**config.mk**
```make
export PLATFORM = sky130hd
export DESIGN_NAME = uop_steer
export DESIGN_NICKNAME = d
export VERILOG_FILES = /design/src/rtl/uop_steer_pkg.sv /design/src/rtl/us_desc_queue.sv /design/src/rtl/us_seq_state.sv /design/src/rtl/us_slot_pick.sv /design/src/rtl/uop_steer.sv
export SDC_FILE = /design/constraint.sdc
export NUM_CORES = 1
export LEC_CHECK = 0
export BUFFER_PORTS_ARGS = -buffer_cell sky130_fd_sc_hd__buf_2
export CORE_MARGIN = 10
export CORE_UTILIZATION = 56
export CTS_BUF_LIST = sky130_fd_sc_hd__clkbuf_8
export DETAILED_ROUTE_END_ITERATION = 6
export HOLD_SLACK_MARGIN = 0.05
export PLACE_DENSITY = 0.73
export SETUP_SLACK_MARGIN = 0.4
export SKIP_CTS_REPAIR_TIMING = 1
export SLEW_MARGIN = 20
export SYNTH_ARGS = -nofsm -noshare
export SYNTH_HDL_FRONTEND = slang
export SYNTH_SLANG_ARGS = --single-unit
```
**constraint.sdc**
```tcl
create_clock -name clk -period 17.1 [get_ports clk]
set_input_delay 0 -clock clk [delete_from_list [all_inputs] [get_ports clk]]
set_output_delay 0 -clock clk [all_outputs]
set_load 0.05 [all_outputs]
```
**src/rtl/uop_steer_pkg.sv**
```systemverilog
package uop_steer_pkg;
  localparam int TAG_W    = 6;
  localparam int CNT_W    = 8;
  localparam int GEN_UOPS = 4;
  localparam int SLOTS    = 3;
  localparam int LANES    = GEN_UOPS + SLOTS - 1;
  localparam int ROOM_W   = $clog2(LANES + 1);
  localparam int POP_W    = $clog2(SLOTS + 1);

  typedef struct packed {
    logic [TAG_W-1:0] tag;
    logic [CNT_W-1:0] ucnt;
    logic             simple;
  } desc_t;
endpackage

```
**src/rtl/us_desc_queue.sv**
```systemverilog
module us_desc_queue
  import uop_steer_pkg::*;
#(
  parameter int DEPTH = 8,
  localparam int AW = $clog2(DEPTH),
  localparam int CW = $clog2(DEPTH + 1)
) (
  input  logic                  clk,
  input  logic                  rst_n,
  input  logic                  flush,
  input  logic                  push,
  input  desc_t                 push_d,
  input  logic [POP_W-1:0]      pop,
  output desc_t [SLOTS-1:0]     peek,
  output logic  [CW-1:0]        cnt,
  output logic                  ready
);
  desc_t          mem [DEPTH];
  logic [AW-1:0]  rd_q, rd_d, wr_q, wr_d;
  logic [CW-1:0]  cnt_d;

  always_comb begin
    if (flush) begin
      rd_d  = '0;
      wr_d  = '0;
      cnt_d = '0;
    end else begin
      rd_d  = rd_q + AW'(pop);
      wr_d  = wr_q + AW'(push);
      cnt_d = cnt + CW'(push) - CW'(pop);
    end
  end

  always_ff @(posedge clk or negedge rst_n) begin
    if (!rst_n) begin
      rd_q <= '0;
      wr_q <= '0;
      cnt  <= '0;
    end else begin
      rd_q <= rd_d;
      wr_q <= wr_d;
      cnt  <= cnt_d;
    end
  end

  always_ff @(posedge clk) begin
    if (push) mem[wr_q] <= push_d;
  end

  for (genvar k = 0; k < SLOTS; k++) begin : g_peek
    assign peek[k] = mem[AW'(rd_q + AW'(k))];
  end

  assign ready = cnt < CW'(DEPTH);

  // held count never exceeds the capacity
  p_no_overflow_r10: assert property (@(posedge clk) disable iff (!rst_n)
    cnt <= CW'(DEPTH));
  // a flush leaves the queue empty
  p_flush_empty_r9: assert property (@(posedge clk) disable iff (!rst_n)
    flush |=> cnt == '0);
  // never release more descriptors than are held
  p_pop_held_r3: assert property (@(posedge clk) disable iff (!rst_n)
    CW'(pop) <= cnt);
endmodule

```
**src/rtl/us_seq_state.sv**
```systemverilog
module us_seq_state
  import uop_steer_pkg::*;
(
  input  logic             clk,
  input  logic             rst_n,
  input  logic             flush,
  input  logic             upd,
  input  logic             act_d,
  input  logic [CNT_W-1:0] idx_d,
  output logic             act,
  output logic [CNT_W-1:0] idx
);
  always_ff @(posedge clk or negedge rst_n) begin
    if (!rst_n) begin
      act <= 1'b0;
      idx <= '0;
    end else if (flush) begin
      act <= 1'b0;
      idx <= '0;
    end else if (upd) begin
      act <= act_d;
      idx <= idx_d;
    end
  end

  // flush aborts the sequencer
  p_flush_abort_r9: assert property (@(posedge clk) disable iff (!rst_n)
    flush |=> !act);
  // a continuing sequence moves strictly forward
  p_idx_forward_r7: assert property (@(posedge clk) disable iff (!rst_n)
    (act && !flush && upd && act_d) |=> idx > $past(idx));
endmodule

```
**src/rtl/us_slot_pick.sv**
```systemverilog
module us_slot_pick
  import uop_steer_pkg::*;
(
  input  logic                          flush,
  input  logic [ROOM_W-1:0]             room,
  input  logic [SLOTS-1:0]              vld,
  input  desc_t [SLOTS-1:0]             peek,
  input  logic                          seq_act,
  input  logic [CNT_W-1:0]              seq_idx,
  output logic [LANES-1:0]              lv,
  output logic [LANES-1:0][TAG_W-1:0]   lt,
  output logic [LANES-1:0][CNT_W-1:0]   li,
  output logic [LANES-1:0]              ll,
  output logic [POP_W-1:0]              pop,
  output logic                          seq_upd,
  output logic                          seq_act_d,
  output logic [CNT_W-1:0]              seq_idx_d
);
  logic [CNT_W-1:0] base, rem, room_c, cap, g_n, used;
  logic             long_go, head_done;
  logic [SLOTS-1:0] take;

  always_comb begin
    base      = seq_act ? seq_idx : '0;
    rem       = peek[0].ucnt - base;
    long_go   = seq_act || (peek[0].ucnt > CNT_W'(GEN_UOPS));
    room_c    = CNT_W'(room);
    cap       = (room_c < CNT_W'(GEN_UOPS)) ? room_c : CNT_W'(GEN_UOPS);
    g_n       = '0;
    head_done = 1'b0;
    if (!flush && vld[0]) begin
      if (long_go) begin
        g_n       = (rem < cap) ? rem : cap;
        head_done = (g_n == rem);
      end else if (room_c >= peek[0].ucnt) begin
        g_n       = peek[0].ucnt;
        head_done = 1'b1;
      end
    end

    used    = g_n;
    take    = '0;
    take[0] = head_done;
    for (int k = 1; k < SLOTS; k++) begin
      take[k] = take[k-1] && !long_go && vld[k] && peek[k].simple &&
                (peek[k].ucnt == CNT_W'(1)) && (used < room_c);
      if (take[k]) used = used + CNT_W'(1);
    end

    pop = '0;
    for (int k = 0; k < SLOTS; k++) pop = pop + POP_W'(take[k]);

    for (int l = 0; l < LANES; l++) begin
      lv[l] = 1'b0;
      lt[l] = '0;
      li[l] = '0;
      ll[l] = 1'b0;
      if (CNT_W'(l) < g_n) begin
        lv[l] = 1'b1;
        lt[l] = peek[0].tag;
        li[l] = base + CNT_W'(l);
        ll[l] = (base + CNT_W'(l)) == (peek[0].ucnt - CNT_W'(1));
      end else begin
        for (int k = 1; k < SLOTS; k++) begin
          if (take[k] && (CNT_W'(l) == g_n + CNT_W'(k - 1))) begin
            lv[l] = 1'b1;
            lt[l] = peek[k].tag;
            ll[l] = 1'b1;
          end
        end
      end
    end

    seq_upd   = !flush && vld[0] && long_go && (g_n != '0);
    seq_act_d = !head_done;
    seq_idx_d = head_done ? '0 : base + g_n;
  end
endmodule

```
**src/rtl/uop_steer.sv**
```systemverilog
module uop_steer
  import uop_steer_pkg::*;
#(
  parameter int DEPTH = 8,
  localparam int CW = $clog2(DEPTH + 1)
) (
  input  logic                    clk,
  input  logic                    rst_n,
  input  logic                    flush,
  input  logic                    in_valid,
  output logic                    in_ready,
  input  logic [TAG_W-1:0]        in_tag,
  input  logic [CNT_W-1:0]        in_ucnt,
  input  logic                    in_simple,
  input  logic [ROOM_W-1:0]       room,
  output logic [LANES-1:0]        out_valid,
  output logic [LANES*TAG_W-1:0]  out_tag,
  output logic [LANES*CNT_W-1:0]  out_idx,
  output logic [LANES-1:0]        out_last
);
  logic [1:0] rst_sync;
  logic       rst_i;

  always_ff @(posedge clk or negedge rst_n) begin
    if (!rst_n) rst_sync <= 2'b00;
    else        rst_sync <= {rst_sync[0], 1'b1};
  end
  assign rst_i = rst_sync[1];

  desc_t [SLOTS-1:0]            peek;
  logic  [CW-1:0]               cnt;
  logic  [SLOTS-1:0]            vld;
  logic                         push;
  logic  [POP_W-1:0]            pop;
  logic                         seq_act, seq_upd, seq_act_d;
  logic  [CNT_W-1:0]            seq_idx, seq_idx_d;
  logic  [LANES-1:0][TAG_W-1:0] lt;
  logic  [LANES-1:0][CNT_W-1:0] li;

  assign push = in_valid && in_ready && !flush;

  for (genvar k = 0; k < SLOTS; k++) begin : g_vld
    assign vld[k] = cnt > CW'(k);
  end

  us_desc_queue #(.DEPTH(DEPTH)) i_queue (
    .clk    (clk),
    .rst_n  (rst_i),
    .flush  (flush),
    .push   (push),
    .push_d ('{tag: in_tag, ucnt: in_ucnt, simple: in_simple}),
    .pop    (pop),
    .peek   (peek),
    .cnt    (cnt),
    .ready  (in_ready)
  );

  us_seq_state i_seq (
    .clk   (clk),
    .rst_n (rst_i),
    .flush (flush),
    .upd   (seq_upd),
    .act_d (seq_act_d),
    .idx_d (seq_idx_d),
    .act   (seq_act),
    .idx   (seq_idx)
  );

  us_slot_pick i_pick (
    .flush     (flush),
    .room      (room),
    .vld       (vld),
    .peek      (peek),
    .seq_act   (seq_act),
    .seq_idx   (seq_idx),
    .lv        (out_valid),
    .lt        (lt),
    .li        (li),
    .ll        (out_last),
    .pop       (pop),
    .seq_upd   (seq_upd),
    .seq_act_d (seq_act_d),
    .seq_idx_d (seq_idx_d)
  );

  for (genvar l = 0; l < LANES; l++) begin : g_flat
    assign out_tag[l*TAG_W +: TAG_W] = lt[l];
    assign out_idx[l*CNT_W +: CNT_W] = li[l];
  end

  // valid lanes form a prefix starting at lane 0
  p_lanes_contig_r8: assert property (@(posedge clk) disable iff (!rst_i)
    (out_valid & (out_valid + LANES'(1))) == '0);
  // never more micro-ops than the downstream room
  p_room_kept_r5: assert property (@(posedge clk) disable iff (!rst_i)
    $countones(out_valid) <= int'(room));
  // a fitting short head is always decoded
  p_progress_r6: assert property (@(posedge clk) disable iff (!rst_i)
    (!flush && !seq_act && vld[0] && peek[0].ucnt <= CNT_W'(GEN_UOPS) &&
     CNT_W'(room) >= peek[0].ucnt) |-> pop != '0);
  // while sequencing, at most the head is released
  p_seq_alone_r7: assert property (@(posedge clk) disable iff (!rst_i)
    seq_act |-> pop <= POP_W'(1));
  // nothing leaves during a flush
  p_flush_quiet_r9: assert property (@(posedge clk) disable iff (!rst_i)
    flush |-> out_valid == '0);
endmodule

```
==> impl_metrics.tcl <==
set metrics [dict create \
    status "completed" \
    cts.sink_count 141 \
    drt_iter0_drc 967 \
    ir_drop_mv 0.07007 \
    path_max_fanout 63 \
    grt.total_usage_pct 24.71 \
    first_global_vias 8428 \
    synthFlopType "edfxtp_1" \
    std_cell_rows 50 \
    clockRootBuffer "clkbuf_8" \
    cts_tree "built" \
    grt_overflow 0 \
    initial_utilization_pct 56.57 \
    vias_per_cell 6.444 \
    synth_edf_count 120 \
    routed_wl_um 30610 \
    drc_errors 0 \
    dieWidth_um 157.0 \
    core-area_um2 18580 \
    clockBufferDepth 2 \
    synth-seq-cells 141 \
    finalNetCount 1171 \
    setup_viol_count_final 0 \
    worstSetupEndpointType "flip-flop" \
    slowest_stage "nand3_2" \
    critPathRequiredTime_ps 17440 \
    grt_max_degree 64 \
    hp-class "in2reg" \
    fin_tns_setup_ps 0 \
    cts-buffers-inserted 17 \
    yosysUniqueCellTypes 83 \
    async_reset_ff_share_pct 14.89 \
    area_growth_pct 12.94 \
    die_h_um 157.0 \
    max_freq_ghz 0.08967 \
    hold_viol_final 0 \
    critPathMaxStageDelay_ps 750 \
    slew_headroom_pct 27.83 \
    portBuffers 118 \
    grt_setup_unrepaired "false" \
    syn_area_um2 10510 \
    grt_pass1_wl_um 47530 \
    ys_seq_area_share_pct 39.29 \
    hpwl_um 22640 \
    drv_cap 0 \
    antenna_cells 0 \
    antenna_found_initial 0 \
    leakagePower_uw 0.004538 \
    clk_pin_slew_worst_paths_ps 90 \
    wl_per_cell_um 22.79 \
    io_pins 119 \
    routabilityCongestion 0.9635 \
    die-area_um2 24650 \
    power_per_cell_area_nw_per_um2 80.17 \
    start_kind "flip-flop" \
    min_period_over_period_pct 65.21 \
    htreeDepth 4 \
    finClkSkew_ps 21.17 \
    worstSetupPathType "reg2reg" \
    ant_nets 0 \
    tightest_slew_ps 1081 \
    firstDrtPassIters 6 \
    final_util_pct 63.89 \
    syn_avg_cell_area_um2 10.69 \
    synth_warnings 0 \
    cp_data_arrival_time_ps 11490 \
    layout-drive-gt1-share_pct 22.18 \
    clock_latency_ps 470 \
    route.vias.total 8654 \
    syn_inst 983 \
    slew_viol_final 0 \
    post-route-min-period_ps 11150 \
]
## final timing paths
check,depth (start not counted),slack (ps),start,endpoint
min reg2reg,0,370,rst_sync[0]$_DFF_PN0_,rst_sync[1]$_DFF_PN0_
min in group asynchronous,3,380,rst_n,rst_sync[1]$_DFF_PN0_
max in group asynchronous,0,16000,rst_sync[1]$_DFF_PN0_,i_queue.rd_q[0]$_DFF_PN0_
min,4,230,in_valid,i_queue.wr_q[0]$_DFF_PN0_
max,35,5950,i_queue.rd_q[1]$_DFF_PN0_,i_queue.cnt[2]$_DFF_PN0_
max reg2reg,35,5950,i_queue.rd_q[1]$_DFF_PN0_,i_queue.cnt[2]$_DFF_PN0_
## Yosys cell counts (8+ instances only)
library cell | instances | share of area [%]
edfxtp_1 | 120 | 34
nor2_1 | 88 | 3.1
nand2_1 | 74 | 2.6
xnor2_1 | 56 | 4.7
inv_1 | 51 | 1.8
ha_1 | 48 | 5.7
mux4_2 | 48 | 10
a21oi_1 | 44 | 2.1
mux2i_1 | 30 | 2.9
clkbuf_1 | 29 | 1.0
nor3_1 | 26 | 1.2
xor2_1 | 24 | 2.0
dfrtp_1 | 21 | 5.0
nand3_1 | 21 | 1.0
nor2b_1 | 18 | 1.1
a31oi_1 | 17 | 1.0
o21ai_0 | 17 | 0.81
nand4_1 | 15 | 0.89
nor4_1 | 13 | 0.77
o31ai_1 | 13 | 0.93
nand2b_1 | 12 | 0.71
or3_1 | 12 | 0.71
a21o_1 | 10 | 0.71
buf_2 | 10 | 0.48
and2_1 | 9 | 0.54
and3_1 | 9 | 0.54
o211ai_1 | 8 | 0.57
o22a_1 | 8 | 0.67
or4_1 | 8 | 0.57
## cells in the final DEF, fill, tap and decap left out, types with 5 or more instances in the layout
master	count
dlygate4sd3_1	18
nor3_1	24
o211ai_1	8
a22o_1	7
nand2b_1	12
or4_1	8
nor2_2	7
a22oi_1	7
fa_1	5
o21ai_0	17
nor4_1	13
nor2b_1	18
and2_1	9
or3_1	12
a31oi_1	17
xnor2_1	56
nand2_1	74
nand4_1	15
nand3_1	21
mux4_2	48
clkbuf_8	17
a21oi_1	44
dfrtp_1	19
conb_1	5
inv_1	51
mux2_2	5
o21ai_1	6
mux2i_1	30
edfxtp_1	120
buf_2	118
a21o_1	10
o31ai_1	13
o22a_1	8
xor2_1	23
ha_1	47
and3_1	9
o221ai_1	7
nor4b_1	6
nor2_1	81
## flip-flops by register name (all words and copies together), names as in the netlist
name and count:
i_queue.wr_q 3, i_queue.rd_q 3, i_seq.act 1, i_queue.mem 120, i_queue.cnt 4, rst_sync 2
i_seq.idx 8
## per-layer routing
metal / routed length (um) / vias up / GRT usage [%] / part of all wire [%]
li1: - / 3943 / - / -
met1: 12390 / 4149 / 32.46 / 40
met2: 14400 / 495 / 39.40 / 47
met3: 3042 / 67 / 5.704 / 9.9
met4: 775 / 0 / 8.584 / 2.5
met5: 0 / - / 0 / 0
## per-stage QoR
step | cells | instance area, um2 | power, uW | hold WS [ps] | worst slack [ps]
2_1_floorplan | 986 | 10520 | 601.2 | -295.6 | 8253
4_1_cts | 1325 | 11680 | 948.8 | -724.9 | 6217
6_report | 1343 | 11870 | 951.6 | 233.4 | 5948
3_3_place_gp | 1293 | 11260 | 666.7 | -213.5 | 6684
3_5_place_dp | 1293 | 11260 | 668.6 | -210.0 | 6262
5_1_grt | 1343 | 11870 | 990.8 | 246.2 | 5064
## worst max-delay path, delay by kind of cell, from the launching register on
family | cells | cell delay [ps]
adder cells (fa/ha/maj) | 7 | 2430
XOR/XNOR | 3 | 560
buffers and inverters | 6 | 1920
flip-flops | 1 | 350
multiplexers | 2 | 850
AND/OR/NAND/NOR | 8 | 2990
AO/OA/AOI/OAI | 9 | 1880
## where the power goes
group	switching, uW	internal, uW	leakage, uW
clock network	148	135	0.000203
logic	196	77.8	0.00297
registers	11.6	384	0.00137
## cell families (layout without fill, tap and decap cells)
group	Yosys count	count (layout)	synth area share, %
DFF	141	141	39.29
buffers and inverters	102	225	3.941
muxes	85	85	13.95
other	2	5	0.07146
adders and majority gates	53	53	6.667
and+or+nand+nor	340	340	17.15
AOI/OAI and AO/OA	178	178	11.95
xor gates and xnor gates	82	82	6.976
## area by class of cell
class                           count  area [um2]
Inverter                           53       198.9
Clock buffer                       17       234.0
Tap cell                          234       292.8
Timing Repair Buffer              140       800.8
Clock inverter                     15       181.4
Multi-Input combinational cell    743        6028
Sequential cell                   141        4134
Fill cell                        1489        6710
Note: power is estimated with default switching activity, not from simulation.
